**src/rtl/vts_pkg.sv**
```systemverilog
package vts_pkg;
   typedef enum logic [1:0] {
      VTS_SYNC  = 2'd0,
      VTS_COUNT = 2'd1,
      VTS_BUSY  = 2'd2
   } vts_state_e;
endpackage

```
**src/rtl/vts_slot_timer.sv**
```systemverilog
module vts_slot_timer #(
   parameter int LENW           = 8,
   parameter int SLOT_TICKS_RST = 54
) (
   input  logic            clk,
   input  logic            rst_n,
   input  logic            clr,
   input  logic            run,
   input  logic            tick,
   input  logic            cfg_we,
   input  logic [LENW-1:0] cfg_len,
   output logic            slot_done
);
   localparam logic [LENW-1:0] LEN_RST = LEN_RST_CALC();

   function automatic logic [LENW-1:0] LEN_RST_CALC();
      return SLOT_TICKS_RST[LENW-1:0];
   endfunction

   logic [LENW-1:0] slot_len;
   logic [LENW-1:0] tick_cnt;
   logic            at_last;

   always_ff @(posedge clk) begin
      if (!rst_n)
         slot_len <= LEN_RST;
      else if (cfg_we && (cfg_len != '0))
         slot_len <= cfg_len;
   end

   assign at_last   = ({1'b0, tick_cnt} + 1'b1) >= {1'b0, slot_len};
   assign slot_done = run && tick && at_last;

   always_ff @(posedge clk) begin
      if (!rst_n || clr)
         tick_cnt <= '0;
      else if (run && tick)
         tick_cnt <= at_last ? '0 : tick_cnt + 1'b1;
   end


   zero_write_ignored_chk: assert property (@(posedge clk) disable iff (!rst_n)
      (cfg_we && cfg_len == '0) |=> $stable(slot_len));

   timer_frozen_chk: assert property (@(posedge clk) disable iff (!rst_n)
      (!run && !clr) |=> $stable(tick_cnt));
endmodule

```
**src/rtl/vts_slot_seq.sv**
```systemverilog
module vts_slot_seq
   import vts_pkg::*;
#(
   parameter int IDW = 4
) (
   input  logic           clk,
   input  logic           rst_n,
   input  logic [IDW-1:0] stn_count,
   input  logic           carrier,
   input  logic           frame_end,
   input  logic           slot_done,
   output logic           timer_clr,
   output logic           timer_run,
   output logic           slot_start,
   output logic [IDW-1:0] slot_num
);
   vts_state_e     state;
   logic [IDW-1:0] sender;

   function automatic logic [IDW-1:0] succ(input logic [IDW-1:0] k,
                                           input logic [IDW-1:0] n);
      return (k >= n) ? IDW'(1) : k + 1'b1;
   endfunction

   assign timer_clr = frame_end || (state != VTS_COUNT);
   assign timer_run = (state == VTS_COUNT) && !carrier && !frame_end;

   always_ff @(posedge clk) begin
      if (!rst_n) begin
         state      <= VTS_SYNC;
         sender     <= '0;
         slot_num   <= '0;
         slot_start <= 1'b0;
      end else if (frame_end) begin
         state      <= VTS_COUNT;
         slot_num   <= succ(sender, stn_count);
         slot_start <= 1'b1;
      end else if (state == VTS_COUNT && carrier) begin
         state      <= VTS_BUSY;
         sender     <= slot_num;
         slot_start <= 1'b0;
      end else if (state == VTS_COUNT && slot_done) begin
         slot_num   <= succ(slot_num, stn_count);
         slot_start <= 1'b1;
      end else begin
         slot_start <= 1'b0;
      end
   end


   restart_chk: assert property (@(posedge clk) disable iff (!rst_n)
      frame_end |=> (slot_start && slot_num != '0));

   step_chk: assert property (@(posedge clk) disable iff (!rst_n)
      (!$past(frame_end) && slot_num != $past(slot_num))
         |-> (slot_num == IDW'(1) || slot_num == $past(slot_num) + 1'b1));

   busy_hold_chk: assert property (@(posedge clk) disable iff (!rst_n)
      (state == VTS_BUSY && !frame_end) |=> $stable(slot_num));

   sync_idle_chk: assert property (@(posedge clk) disable iff (!rst_n)
      (state == VTS_SYNC) |-> (slot_num == '0 && !slot_start));
endmodule

```
**src/rtl/vts_grant_gen.sv**
```systemverilog
module vts_grant_gen #(
   parameter int IDW       = 4,
   parameter bit GRANT_REG = 1'b1
) (
   input  logic           clk,
   input  logic           rst_n,
   input  logic           slot_start,
   input  logic [IDW-1:0] slot_num,
   input  logic [IDW-1:0] my_id,
   input  logic           pending,
   input  logic           carrier,
   output logic           tx_grant
);
   logic win;
   assign win = slot_start && (slot_num == my_id) && pending && !carrier;

   generate
      if (GRANT_REG) begin : g_reg
         logic grant_q;
         always_ff @(posedge clk) begin
            if (!rst_n) grant_q <= 1'b0;
            else        grant_q <= win;
         end
         assign tx_grant = grant_q;


         grant_pulse_chk: assert property (@(posedge clk) disable iff (!rst_n)
            tx_grant |=> !tx_grant);

         grant_needs_pending_chk: assert property (@(posedge clk) disable iff (!rst_n)
            tx_grant |-> ($past(pending) && !$past(carrier)));
      end else begin : g_comb
         assign tx_grant = win;
      end
   endgenerate
endmodule

```
**src/rtl/vts_arbiter.sv**
```systemverilog
module vts_arbiter #(
   parameter int IDW            = 4,
   parameter int LENW           = 8,
   parameter int SLOT_TICKS_RST = 54,
   parameter bit GRANT_REG      = 1'b1
) (
   input  logic            clk,
   input  logic            rst_n,
   input  logic [IDW-1:0]  my_id,
   input  logic [IDW-1:0]  stn_count,
   input  logic            carrier,
   input  logic            frame_end,
   input  logic            pending,
   input  logic            tick,
   input  logic            cfg_we,
   input  logic [LENW-1:0] cfg_len,
   output logic            tx_grant,
   output logic [IDW-1:0]  token_slot
);
   generate
      if (IDW < 1 || IDW > 16) begin : g_bad_idw
         $error("vts_arbiter: IDW out of range");
      end
      if (SLOT_TICKS_RST < 1 || SLOT_TICKS_RST >= (1 << LENW)) begin : g_bad_len
         $error("vts_arbiter: SLOT_TICKS_RST does not fit LENW");
      end
   endgenerate

   logic timer_clr, timer_run, slot_done, slot_start;

   vts_slot_timer #(.LENW(LENW), .SLOT_TICKS_RST(SLOT_TICKS_RST)) i_timer (
      .clk       (clk),
      .rst_n     (rst_n),
      .clr       (timer_clr),
      .run       (timer_run),
      .tick      (tick),
      .cfg_we    (cfg_we),
      .cfg_len   (cfg_len),
      .slot_done (slot_done)
   );

   vts_slot_seq #(.IDW(IDW)) i_seq (
      .clk        (clk),
      .rst_n      (rst_n),
      .stn_count  (stn_count),
      .carrier    (carrier),
      .frame_end  (frame_end),
      .slot_done  (slot_done),
      .timer_clr  (timer_clr),
      .timer_run  (timer_run),
      .slot_start (slot_start),
      .slot_num   (token_slot)
   );

   vts_grant_gen #(.IDW(IDW), .GRANT_REG(GRANT_REG)) i_grant (
      .clk        (clk),
      .rst_n      (rst_n),
      .slot_start (slot_start),
      .slot_num   (token_slot),
      .my_id      (my_id),
      .pending    (pending),
      .carrier    (carrier),
      .tx_grant   (tx_grant)
   );


   grant_own_slot_chk: assert property (@(posedge clk) disable iff (!rst_n)
      tx_grant |-> ($past(token_slot) == $past(my_id)));
endmodule

```
**config.mk**
```make
export PLATFORM = sky130hd
export DESIGN_NAME = vts_arbiter
export DESIGN_NICKNAME = d
export VERILOG_FILES = /design/src/rtl/vts_pkg.sv /design/src/rtl/vts_slot_timer.sv /design/src/rtl/vts_slot_seq.sv /design/src/rtl/vts_grant_gen.sv /design/src/rtl/vts_arbiter.sv
export SDC_FILE = /design/constraint.sdc
export NUM_CORES = 1
export LEC_CHECK = 0
export BUFFER_PORTS_ARGS = -buffer_cell sky130_fd_sc_hd__buf_2
export CAP_MARGIN = 10
export CORE_ASPECT_RATIO = 0.6
export CORE_MARGIN = 1
export CORE_UTILIZATION = 28
export CTS_BUF_LIST = sky130_fd_sc_hd__clkbuf_2 sky130_fd_sc_hd__clkbuf_4 sky130_fd_sc_hd__clkbuf_8
export DETAILED_ROUTE_END_ITERATION = 10
export GPL_ROUTABILITY_DRIVEN = 0
export GPL_TIMING_DRIVEN = 0
export PLACE_DENSITY = 0.42
export SLEW_MARGIN = 20
export SYNTH_ARGS = -nofsm -noshare
export SYNTH_HDL_FRONTEND = slang
export SYNTH_SLANG_ARGS = --single-unit
```
**constraint.sdc**
```tcl
create_clock -name clk -period 4.9 [get_ports clk]
set_input_delay 0.245 -clock clk [delete_from_list [all_inputs] [get_ports clk]]
set_output_delay 0.245 -clock clk [all_outputs]
set_load 0.02 [all_outputs]
```
==> summary.txt <==
Worst setup path
  • Arr. time, crit path: approximately 2.8 ns
  • CP Cell Sequence: ha_1 -> nand3_1 -> xnor2_1 -> ha_1 -> a21o_1 -> a211oi_1 -> a31o_4 -> mux2_4
  • Largest fanout on the critical path: 6
  • Critical path capture point type: register
  • CP Data Required Time: slightly above 5 ns
  • WS Path Type: register to register
  • Max stage delay cell, worst path: dfxtp_1
  • Type of origin of the critical path: register
  • CP dominant cell by count: ha_1
  • Worst path max stage delay: 0.44 ns

Detailed routing
  • Final ANT Viol Nets: 0
  • DRT Wirelength: approximately 4300 um
  • Met2 WL: between 1000 and 1500 um
  • DRT met1 WL: approximately 2800 um
  • Drt via density: roughly 4.6
  • DR top layer: met4
  • Residual DRC: 0
  • Vias post-DR: about 1,500
  • Routed wl met3: between 150 and 200 um
  • Iter 0 DRT Violations: 59
  • Wire length per cell: 13.42 um
  • First-pass detailed-route iteration total: 4

Floorplanning
  • IO Pins: 28
  • Core box area: slightly below 0.006 mm2
  • Die W: slightly above 100 um
  • Die footprint: around 0.0066 mm2
  • Die height: between 60 and 70 um
  • Starting Density: 0.3022
  • Row cnt: 21

Clocking
  • Worst-case clock buffer depth: 2
  • Clock Root Buffer: clkbuf_8
  • Worst-path clk slew: 0.10 ns
  • Clk Latency, worst-skew pair: around 0.28 ns
  • Post-CTS setup buffer count: 0
  • TritonCTS clock tree: built
  • Post-CTS Resized: 0
  • Hold_buf cts: 0
  • H-tree levels: 1
  • Sink Count: 28
  • CTS Buf Count: 3

STA
  • Setup ws final: 2.234 ns
  • Hold Fails Final Rpt: 0
  • Minimum clock period: ~2.7 ns
  • Clock skew: 0.005174 ns
  • Setup Total Neg Slack: 0 ns
  • Slew HR: 0.5623
  • Max-slew violation count: 0
  • Achievable frequency: approximately 380 MHz
  • Unrepaired setup endpoints after global routing: no
  • Period utilisation layout: 0.5442
  • Setup-failing EPs final: 0
  • Worst slew pin tran: roughly 0.64 ns

Global routing
  • First-pass GRT wire length: 7362 um
  • Vias in the first global route: around 1,400
  • Pin count of the biggest net entering global routing: 17
  • Total track usage: 0.1444
  • Gr ovfl total: 0
  • Initial antenna violation count: 0

Min path
  • Hold crit path type: input port to register

Final layout
  • Share of layout cells above drive strength 1: 0.1605
  • Post-Layout Inst Area: roughly 0.002 mm2
  • Synth-to-layout area growth: 16.98%
  • Multi-input gate area: roughly 0.0011 mm2
  • NumNets Final: around 290
  • FF+latch area: 560.5 um2
  • Leading cell type in the layout, fill and taps excluded: nand2_1
  • Fill cell count: 616
  • # diodes: 0
  • Most frequent cells in the layout: 35 x nand2_1, 28 x dfxtp_1, 26 x buf_2
  • Final core utilization: 0.3535

Placed design
  • Detailed placement HPWL: between 3000 and 4000 um
  • Worst slack at placement: between 2 and 2.5 ns
  • Port Buffer Count: 25
  • Placed inst area: just under 0.002 mm2

Synthesis
  • Distinct cell type count of the synthesized netlist: between 40 and 50
  • Leading area contributor after synthesis: dfxtp_1
  • Syn Area/Cell: approximately 8.2 um2
  • Synth Warn #: 0
  • Post-Syn Nets: 256
  • Area of the mapped netlist: 0.001747 mm2
  • Synth area leaders: dfxtp_1 32%, ha_1 14%, nand2_1 7.5%, inv_1 4.3%, nand3_1 3.2%
  • Cell count after synthesis: 214
  • Sequential fraction of the synthesis area: 0.3209
  • Yosys reg bits: 28
  • Post-synth top area share: 0.3209

Power and ir drop
  • Maximum vdd ir drop: 0.1044 mV
  • Pwr dens: 236.6 mW/mm2
  • LEAKAGE: approximately 0.96 nW
  • Overall Power: about 0.48 mW

Outcome
  • Status: finished, final reports clean

Run
  • Max Cap Viol: 0
==> cells in the mapped netlist (all sizes together) <==
cell type	n
nor3b	1
a221oi	3
nand2b	3
nor2	14
a22oi	1
nand3	11
a21oi	9
a21o	2
a41oi	1
o2111ai	1
a211oi	2
o32ai	2
a32oi	1
o21ai	6
o21a	1
or2	2
a221o	1
nor2b	2
nor3	3
xor2	5
ha	19
o22ai	1
nor4	1
nand2	35
nand4b	1
nand4	7
and3	2
nand3b	1
dfxtp	28
mux2i	5
a31o	1
a21boi	1
inv	20
a211o	1
a2111o	1
and2	3
a2111oi	1
mux2	1
buf	1
xnor2	6
clkbuf	7
==> per-stage QoR <==
step	hold slack (ns)	instances
after floorplan	0.3243	214
after global placement	0.4435	319
after detailed placement	0.4504	319
after CTS	0.1803	323
after global routing	0.1904	323
final	0.1849	323
==> cell type report <==
cell class                      count  area share
Multi-Input combinational cell    158      0.5279
Clock buffer                        3     0.02021
Buffer                              8     0.01592
Inverter                           20     0.03674
Clock inverter                      1     0.01470
Timing Repair Buffer               25     0.06124
Sequential cell                    28      0.2743
Tap cell                           80     0.04899
==> critical path, delay by kind of cell (launching register included) <==
| family | cells | cell delay, ns |
|---|---|---|
| AOI/OAI and AO/OA | 3 | 0.79 |
| adders and majority gates | 2 | 0.62 |
| DFF | 1 | 0.44 |
| muxes | 1 | 0.31 |
| xor gates and xnor gates | 1 | 0.28 |
| and+or+nand+nor | 1 | 0.12 |
==> sequential cells by signal (all words and copies together), names as in the netlist <==
name / flops
i_seq.slot_start: 1
i_timer.slot_len: 8
i_timer.tick_cnt: 8
i_seq.sender: 4
i_seq.slot_num: 4
i_seq.state: 2
i_grant.tx_grant: 1
==> kinds of logic after synthesis <==
group,Yosys count,synth area share
AOI/OAI and AO/OA,36,0.1519
xor gates and xnor gates,11,0.05516
adders and majority gates,19,0.1361
buffers and inverters,28,0.06160
DFF,28,0.3209
muxes,6,0.03725
and+or+nand+nor,86,0.2371
==> where the power goes <==
part / internal [mW] / switching, mW / total, mW
combinational: 0.0257 / 0.0328 / 0.0586
sequential: 0.234 / 0.00541 / 0.239
clock: 0.109 / 0.0760 / 0.185
total: 0.369 / 0.114 / 0.483
==> metal layers <==
metal,up-vias,global-route usage
met2,24,0.1633
met3,2,0.03209
met5,-,0
met1,657,0.2528
li1,804,-
met4,0,0.02143
==> final timing paths <==
kind                            start                   to  slack [ns]  cells after the start
setup / recovery  i_timer.tick_cnt[0]    i_seq.slot_num[0]        2.23                      8
hold / removal             cfg_len[1]  i_timer.slot_len[1]        0.18                      3
setup reg to reg  i_timer.tick_cnt[0]    i_seq.slot_num[0]        2.23                      8
hold reg to reg   i_timer.slot_len[3]  i_timer.slot_len[3]        0.46                      2
No activity file was read; power rests on OpenSTA's default activity.
